--- src/rtl/twa_pkg.sv ---
package twa_pkg;

    typedef enum logic [1:0] {
        KIND_PRIV  = 2'd0,
        KIND_DVCCC = 2'd1,
        KIND_BCAST = 2'd2,
        KIND_RSVD  = 2'd3
    } xfer_kind_e;

    typedef enum logic [1:0] {
        XS_IDLE   = 2'd0,
        XS_RECV   = 2'd1,
        XS_DROP   = 2'd2,
        XS_IGNORE = 2'd3
    } xfer_state_e;

    typedef enum logic [1:0] {
        LK_CLEAR       = 2'd0,
        LK_WAIT_READ   = 2'd1,
        LK_WAIT_RESUME = 2'd2
    } lock_state_e;

endpackage

--- src/rtl/twa_admit.sv ---
module twa_admit #(
    parameter int CNT_W = 5
) (
    input  logic [1:0]       kind_i,
    input  logic [CNT_W-1:0] rx_free_i,
    input  logic [CNT_W-1:0] start_thld_i,
    input  logic             rspq_full_i,
    input  logic             locked_i,
    output logic             is_bcast_o,
    output logic             space_ok_o,
    output logic             room_ok_o,
    output logic             accept_o
);
    import twa_pkg::*;

    always_comb begin
        is_bcast_o = (kind_i == KIND_BCAST);
        space_ok_o = (rx_free_i >= start_thld_i);
        room_ok_o  = space_ok_o && !rspq_full_i;
        // broadcast cannot be refused; others need room and no lockout
        accept_o   = is_bcast_o || (room_ok_o && !locked_i);
    end

endmodule

--- src/rtl/twa_xfer.sv ---
module twa_xfer #(
    parameter int CNT_W = 5
) (
    input  logic             clk_i,
    input  logic             rst_ni,
    input  logic             start_i,
    input  logic             is_bcast_i,
    input  logic             space_ok_i,
    input  logic             room_ok_i,
    input  logic             accept_i,
    input  logic             locked_i,
    input  logic             byte_vld_i,
    input  logic             parity_err_i,
    input  logic             rsp_push_i,
    input  logic             rspq_full_i,
    input  logic             end_i,
    input  logic [CNT_W-1:0] rx_free_i,
    output logic             ack_o,
    output logic             nack_o,
    output logic             drop_o,
    output logic             ovf_evt_o,
    output logic             proto_evt_o,
    output logic             bna_set_o
);
    import twa_pkg::*;

    xfer_state_e state_q, state_d;
    logic        ack_d, nack_d;
    logic        in_recv;
    logic        take_start;

    always_comb begin
        in_recv     = (state_q == XS_RECV);
        take_start  = (state_q == XS_IDLE) && start_i;
        proto_evt_o = in_recv && byte_vld_i && parity_err_i;
        ovf_evt_o   = in_recv && ((byte_vld_i && (rx_free_i == '0)) ||
                                  (rsp_push_i && rspq_full_i));
        bna_set_o   = take_start && !is_bcast_i && !space_ok_i;
    end

    // next state and decision
    always_comb begin
        state_d = state_q;
        ack_d   = 1'b0;
        nack_d  = 1'b0;
        unique case (state_q)
            XS_IDLE: begin
                if (start_i) begin
                    ack_d   = accept_i;
                    nack_d  = !accept_i;
                    state_d = (accept_i && room_ok_i && (is_bcast_i || !locked_i))
                              ? XS_RECV : XS_IGNORE;
                end
            end
            XS_RECV: begin
                if (end_i)
                    state_d = XS_IDLE;
                else if (ovf_evt_o || proto_evt_o)
                    state_d = XS_DROP;
            end
            XS_DROP, XS_IGNORE: begin
                if (end_i)
                    state_d = XS_IDLE;
            end
            default: state_d = XS_IDLE;
        endcase
    end

    always_ff @(posedge clk_i or negedge rst_ni) begin
        if (!rst_ni) begin
            state_q <= XS_IDLE;
            ack_o   <= 1'b0;
            nack_o  <= 1'b0;
        end else begin
            state_q <= state_d;
            ack_o   <= ack_d;
            nack_o  <= nack_d;
        end
    end

    always_comb begin
        drop_o = (state_q == XS_DROP) || (state_q == XS_IGNORE);
    end

    p_ack_nack_excl_r1: assert property (@(posedge clk_i) disable iff (!rst_ni)
        !(ack_o && nack_o));

    p_lock_nack_r5: assert property (@(posedge clk_i) disable iff (!rst_ni)
        (take_start && !is_bcast_i && locked_i) |=> nack_o);

    p_bcast_ack_r8: assert property (@(posedge clk_i) disable iff (!rst_ni)
        (take_start && is_bcast_i) |=> ack_o);

    p_drop_hold_r2: assert property (@(posedge clk_i) disable iff (!rst_ni)
        (state_q == XS_DROP && !end_i) |=> drop_o);

endmodule

--- src/rtl/twa_lock.sv ---
module twa_lock (
    input  logic clk_i,
    input  logic rst_ni,
    input  logic ovf_evt_i,
    input  logic proto_evt_i,
    input  logic bna_set_i,
    input  logic space_ok_i,
    input  logic status_rd_i,
    input  logic resume_i,
    output logic ovf_o,
    output logic proto_o,
    output logic buf_na_o,
    output logic locked_o
);
    import twa_pkg::*;

    lock_state_e lk_q, lk_d;
    logic        clr;
    logic        ovf_d, proto_d, bna_d;

    always_comb begin
        clr     = (lk_q == LK_WAIT_RESUME) && resume_i;
        lk_d    = lk_q;
        unique case (lk_q)
            LK_CLEAR:       ;
            LK_WAIT_READ:   if (status_rd_i) lk_d = LK_WAIT_RESUME;
            LK_WAIT_RESUME: if (resume_i)    lk_d = LK_CLEAR;
            default:        lk_d = LK_CLEAR;
        endcase
        // a fresh error always re-arms the read-then-resume sequence
        if (ovf_evt_i || proto_evt_i)
            lk_d = LK_WAIT_READ;
        ovf_d   = (ovf_o   && !clr) || ovf_evt_i;
        proto_d = (proto_o && !clr) || proto_evt_i;
        bna_d   = bna_set_i || (buf_na_o && !space_ok_i);
    end

    always_ff @(posedge clk_i or negedge rst_ni) begin
        if (!rst_ni) begin
            lk_q     <= LK_CLEAR;
            ovf_o    <= 1'b0;
            proto_o  <= 1'b0;
            buf_na_o <= 1'b0;
        end else begin
            lk_q     <= lk_d;
            ovf_o    <= ovf_d;
            proto_o  <= proto_d;
            buf_na_o <= bna_d;
        end
    end

    always_comb locked_o = ovf_o || proto_o;

    p_ovf_sticky_r6: assert property (@(posedge clk_i) disable iff (!rst_ni)
        (ovf_o && !(lk_q == LK_WAIT_RESUME && resume_i)) |=> ovf_o);

    p_resume_needs_read_r6: assert property (@(posedge clk_i) disable iff (!rst_ni)
        (lk_q == LK_WAIT_READ && resume_i) |=> (ovf_o || proto_o));

    p_bna_autoclear_r7: assert property (@(posedge clk_i) disable iff (!rst_ni)
        (buf_na_o && space_ok_i && !bna_set_i) |=> !buf_na_o);

endmodule

--- src/rtl/twa_ctrl.sv ---
module twa_ctrl #(
    parameter int FIFO_DEPTH = 16,
    localparam int CNT_W     = $clog2(FIFO_DEPTH + 1)
) (
    input  logic             clk_i,
    input  logic             rst_ni,
    input  logic             xfer_start_i,
    input  logic [1:0]       xfer_kind_i,
    input  logic             byte_vld_i,
    input  logic             parity_err_i,
    input  logic             rsp_push_i,
    input  logic             xfer_end_i,
    input  logic [CNT_W-1:0] rx_free_i,
    input  logic [CNT_W-1:0] rx_level_i,
    input  logic             rspq_full_i,
    input  logic [CNT_W-1:0] start_thld_i,
    input  logic [CNT_W-1:0] rxbuf_thld_i,
    input  logic             dma_en_i,
    input  logic             status_rd_i,
    input  logic             resume_i,
    output logic             ack_o,
    output logic             nack_o,
    output logic             drop_o,
    output logic             ovf_err_o,
    output logic             proto_err_o,
    output logic             buf_na_o,
    output logic             rx_dma_req_o
);
    logic is_bcast, space_ok, room_ok, accept, locked;
    logic ovf_evt, proto_evt, bna_set;

    twa_admit #(.CNT_W(CNT_W)) u_admit (
        .kind_i       (xfer_kind_i),
        .rx_free_i    (rx_free_i),
        .start_thld_i (start_thld_i),
        .rspq_full_i  (rspq_full_i),
        .locked_i     (locked),
        .is_bcast_o   (is_bcast),
        .space_ok_o   (space_ok),
        .room_ok_o    (room_ok),
        .accept_o     (accept)
    );

    twa_xfer #(.CNT_W(CNT_W)) u_xfer (
        .clk_i        (clk_i),
        .rst_ni       (rst_ni),
        .start_i      (xfer_start_i),
        .is_bcast_i   (is_bcast),
        .space_ok_i   (space_ok),
        .room_ok_i    (room_ok),
        .accept_i     (accept),
        .locked_i     (locked),
        .byte_vld_i   (byte_vld_i),
        .parity_err_i (parity_err_i),
        .rsp_push_i   (rsp_push_i),
        .rspq_full_i  (rspq_full_i),
        .end_i        (xfer_end_i),
        .rx_free_i    (rx_free_i),
        .ack_o        (ack_o),
        .nack_o       (nack_o),
        .drop_o       (drop_o),
        .ovf_evt_o    (ovf_evt),
        .proto_evt_o  (proto_evt),
        .bna_set_o    (bna_set)
    );

    twa_lock u_lock (
        .clk_i       (clk_i),
        .rst_ni      (rst_ni),
        .ovf_evt_i   (ovf_evt),
        .proto_evt_i (proto_evt),
        .bna_set_i   (bna_set),
        .space_ok_i  (space_ok),
        .status_rd_i (status_rd_i),
        .resume_i    (resume_i),
        .ovf_o       (ovf_err_o),
        .proto_o     (proto_err_o),
        .buf_na_o    (buf_na_o),
        .locked_o    (locked)
    );

    always_comb rx_dma_req_o = dma_en_i && (rx_level_i >= rxbuf_thld_i);

    p_flags_after_reset_r11: assert property (@(posedge clk_i)
        !rst_ni |=> !(ovf_err_o || proto_err_o || buf_na_o));

endmodule

--- config.mk ---
export PLATFORM = sky130hd
export DESIGN_NAME = twa_ctrl
export DESIGN_NICKNAME = d
export VERILOG_FILES = /design/src/rtl/twa_pkg.sv /design/src/rtl/twa_admit.sv /design/src/rtl/twa_xfer.sv /design/src/rtl/twa_lock.sv /design/src/rtl/twa_ctrl.sv
export SDC_FILE = /design/constraint.sdc
export NUM_CORES = 1
export LEC_CHECK = 0
export BUFFER_PORTS_ARGS = -buffer_cell sky130_fd_sc_hd__buf_2
export CORE_AREA = 2 2 42 44
export CTS_CLUSTER_DIAMETER = 120
export CTS_CLUSTER_SIZE = 20
export DETAILED_ROUTE_END_ITERATION = 10
export DIE_AREA = 0 0 44 46
export GPL_TIMING_DRIVEN = 0
export PLACE_DENSITY = 0.79
export SETUP_SLACK_MARGIN = 0.1
export SYNTH_ARGS = -nofsm -noshare
export SYNTH_HDL_FRONTEND = slang
export SYNTH_SLANG_ARGS = --single-unit
--- constraint.sdc ---
create_clock -name clk_i -period 2.7 [get_ports clk_i]
set_input_delay 0.135 -clock clk_i [delete_from_list [all_inputs] [get_ports clk_i]]
set_output_delay 0.135 -clock clk_i [all_outputs]
set_load 0.05 [all_outputs]
==> metrics.md <==
| Metric | Value |
|---|---|
| First-pass GRT wire length | 2352 um |
| Top post-synthesis cells by area | dfrtp_1 (32%), ha_1 (18%), inv_1 (6.5%), a21oi_1 (3.6%), nand2b_1 (3.6%) |
| Fin crit share | 60.58% |
| Util after Layout | 58.91% |
| Final setup vio count | 0 |
| Worst path slowest cell | dlygate4sd3_1 |
| Width of the die | 44 um |
| Synth cell types | 27 |
| H-tree Lvls | 1 |
| Gate Count Post-Synth | 78 |
| Syn_area_per_cell | 8.951 sq um |
| CTS tree | yes |
| Row cnt | 15 |
| Initial antenna violation count | 0 |
| Critical Path Max Stage Delay | 0.57 ns |
| Max cap viols | 0 |
| Largest fanout on the critical path | 7 |
| Slew @ Worst Pin | 0.3376 ns |
| Synth top area share | 32.26% |
| CTS Sinks | 9 |
| Post-synthesis compound-gate area fraction | 21.86% |
| Vias per inst | 5.108 |
| Slew Limit Fails | 0 |
| Layout net count | 166 |
| Synthesized net count | 121 |
| Endpoint class of the critical path | output port |
| Routed length per instance | 11.47 um |
| WP data arrival | 1.50 ns |
| Area growth syn-to-layout | 36.20% |
| Initial drt markers | 11 |
| Main combinational cell family by area after synthesis | compound AO/OA/AOI/OAI gates |
| Flops & latches, synth | 9 |
| Clock tree buffer depth | 2 |
| RD Place Congestion | 0.6625 |
| RSZ-0062 raised after global routing | false |
| CORE AREA | 1614 sq um |
| Total negative slack | 0 ns |
| Status | finished, final reports clean |
| Final ANT Viol Nets | 0 |
| Crit-path cells | dlygate4sd3_1, buf_2 |
| HPWL after DPL | 1402 um |
| # diodes | 0 |
| Hold Violations, Final | 0 |
| Hold/Removal Path Class | in2reg |
| Synthesized cell area | 698.2 sq um |
| Port buffer count | 39 |
| Crit start category | register |
| Xor-xnor portion of the synthesized cell area | 0% |
| Minimum clock period | 1.636 ns |
| Post-synthesis sequential area ratio | 32.26% |
| Synth warnings | 0 |
| CP Data Required Time | 2.57 ns |
| DR vias | 710 |
| Cell accounting for the most synthesized area | dfrtp_1 |
| Peak VDD IR | 568.4 uV |
| Critical path buffers and inverters | 2 |
| IO Count | 40 |
| Area share of fa/ha/maj cells after synthesis | 17.92% |
| Layout cells sized above 1 | 37.70% |
| First drt pass iteration count | 4 |
| DRC viols | 0 |
| Number of global-route vias before repair | 657 |
| Max frequency | 611.3 MHz |
| DIE AREA | 2024 sq um |
| Post-Route WL | 1594 um |
| Remaining Overflow, GRT | 0 |
| Worst skew pair latency | 0.26 ns |
| Post-CTS Setup Bufs | 0 |
| CTS root buf | clkbuf_4 |
| Leak Pwr | 0.5441 nW |
| Die height | 46 um |
| CP top delay family | buffers and inverters |
| Clk slew on worst S/H paths | 0.05 ns |
| Number of buffers created by CTS | 3 |
| Relative slew slack | 77.50% |
| Initial Utilization | 43.26% |
| Worst Setup Path Type | reg2out |
| Power per cell area | 727.5 nW/um^2 |
| All-Layer GR Usage | 15.82% |
| Post-CTS resize count | 0 |
| Post-synthesis mux area share | 0% |
| Post-Synth Simple-Gate Area | 20.07% |
| Largest net degree at the start of global routing | 10 |
| Clock skew | 0.005705 ns |
[sequential cells by signal, summed over array words and instances, names as in the netlist]
signal / flops
u_lock.buf_na_o: 1
u_lock.lk_q: 2
u_lock.ovf_o: 1
u_lock.proto_o: 1
u_xfer.ack_o: 1
u_xfer.nack_o: 1
u_xfer.state_q: 2
[synthesized netlist by cell type]
library cell,instances
a21o_2,1
or4b_1,2
nand4b_1,2
o2111ai_1,1
nor3_1,1
a2111o_1,1
nand2_1,5
dlygate4sd3_1,1
and2_1,2
nand3_1,1
a32o_1,1
a21o_1,2
nand3b_1,1
ha_1,10
o31ai_1,1
o21ai_0,3
o2bb2ai_1,1
a21oi_1,5
nor2_1,6
a31oi_1,1
o211ai_2,1
o21a_1,2
or2_2,1
inv_1,12
a31o_2,1
dfrtp_1,9
nand2b_1,4
[repair_timing]
| item | 4_1_cts | 5_1_grt |
|---|---|---|
| hold endpoints to repair | 9 | 0 |
| hold buffers | 1 | 0 |
| endpoints found under the setup margin | 0 | 0 |
[per-layer routing]
layer  routed length [um]  global-route usage, %  up-vias
li1                     -                      -      364
met1                  655                  16.87      314
met2                  801                  29.71       32
met3                  136                  5.556        0
met4                    0                  3.636        0
met5                    0                      0        -
[final timing paths]
kind / depth (start not counted) / slack, ns / start / end
hold / removal: 2 / 0.06 / xfer_end_i / u_xfer.state_q[1]
setup / recovery: 2 / 1.06 / u_xfer.state_q[1] / drop_o
hold reg to reg: 2 / 0.50 / u_lock.buf_na_o / u_lock.buf_na_o
setup reg to reg: 4 / 1.19 / u_xfer.state_q[1] / u_xfer.state_q[1]
max in group asynchronous: 2 / 2.28 / rst_ni / u_xfer.state_q[1]
min in group asynchronous: 2 / 0.25 / rst_ni / u_xfer.state_q[0]
[metrics by stage]
stage	std cells	area (sq um)	hold slack [ns]	total power, mW	setup WS (ns)
after floorplan	78	698.2	-0.1606	0.4940	0.8177
after global placement	134	914.6	-0.01371	0.5811	1.087
after detailed placement	134	914.6	-0.009599	0.5964	1.067
after CTS	139	950.9	0.05135	0.7015	1.046
after global routing	139	950.9	0.07514	0.7374	1.013
final	139	950.9	0.06035	0.6918	1.064
[area by class of cell]
cell class / count / area [sq um]
Buffer: 1 / 10.01
Clock buffer: 4 / 26.28
Inverter: 12 / 45.04
Fill cell: 147 / 663.1
Timing Repair Buffer: 40 / 205.2
Sequential cell: 9 / 225.2
Multi-Input combinational cell: 56 / 417.9
Tap cell: 17 / 21.27
[layout by cell type, fill, tap and decap left out, types with 2 or more instances in the layout]
| cell | count |
|---|---|
| buf_2 | 39 |
| inv_1 | 12 |
| ha_1 | 10 |
| dfrtp_1 | 9 |
| nor2_1 | 6 |
| nand2_1 | 5 |
| a21oi_1 | 5 |
| nand2b_1 | 4 |
| o21ai_0 | 3 |
| clkbuf_4 | 3 |
| dlygate4sd3_1 | 2 |
| or4b_1 | 2 |
| nand4b_1 | 2 |
| o21a_1 | 2 |
| a21o_1 | 2 |
| and2_1 | 2 |
[power breakdown]
group / switching (mW) / leakage, nW / internal (mW)
combinational: 0.229 / 0.414 / 0.128
sequential: 0.0461 / 0.115 / 0.188
clock: 0.0437 / 0.0150 / 0.0567
total: 0.318 / 0.544 / 0.373
[cells by family (layout without fill, tap and decap cells)]
logic type                 after synthesis  in the layout
and+or+nand+nor                         25             25
AOI/OAI and AO/OA                       21             21
buffers and inverters                   13             57
adders and majority gates               10             10
DFF                                      9              9
Power figures use the tool's default switching activity.
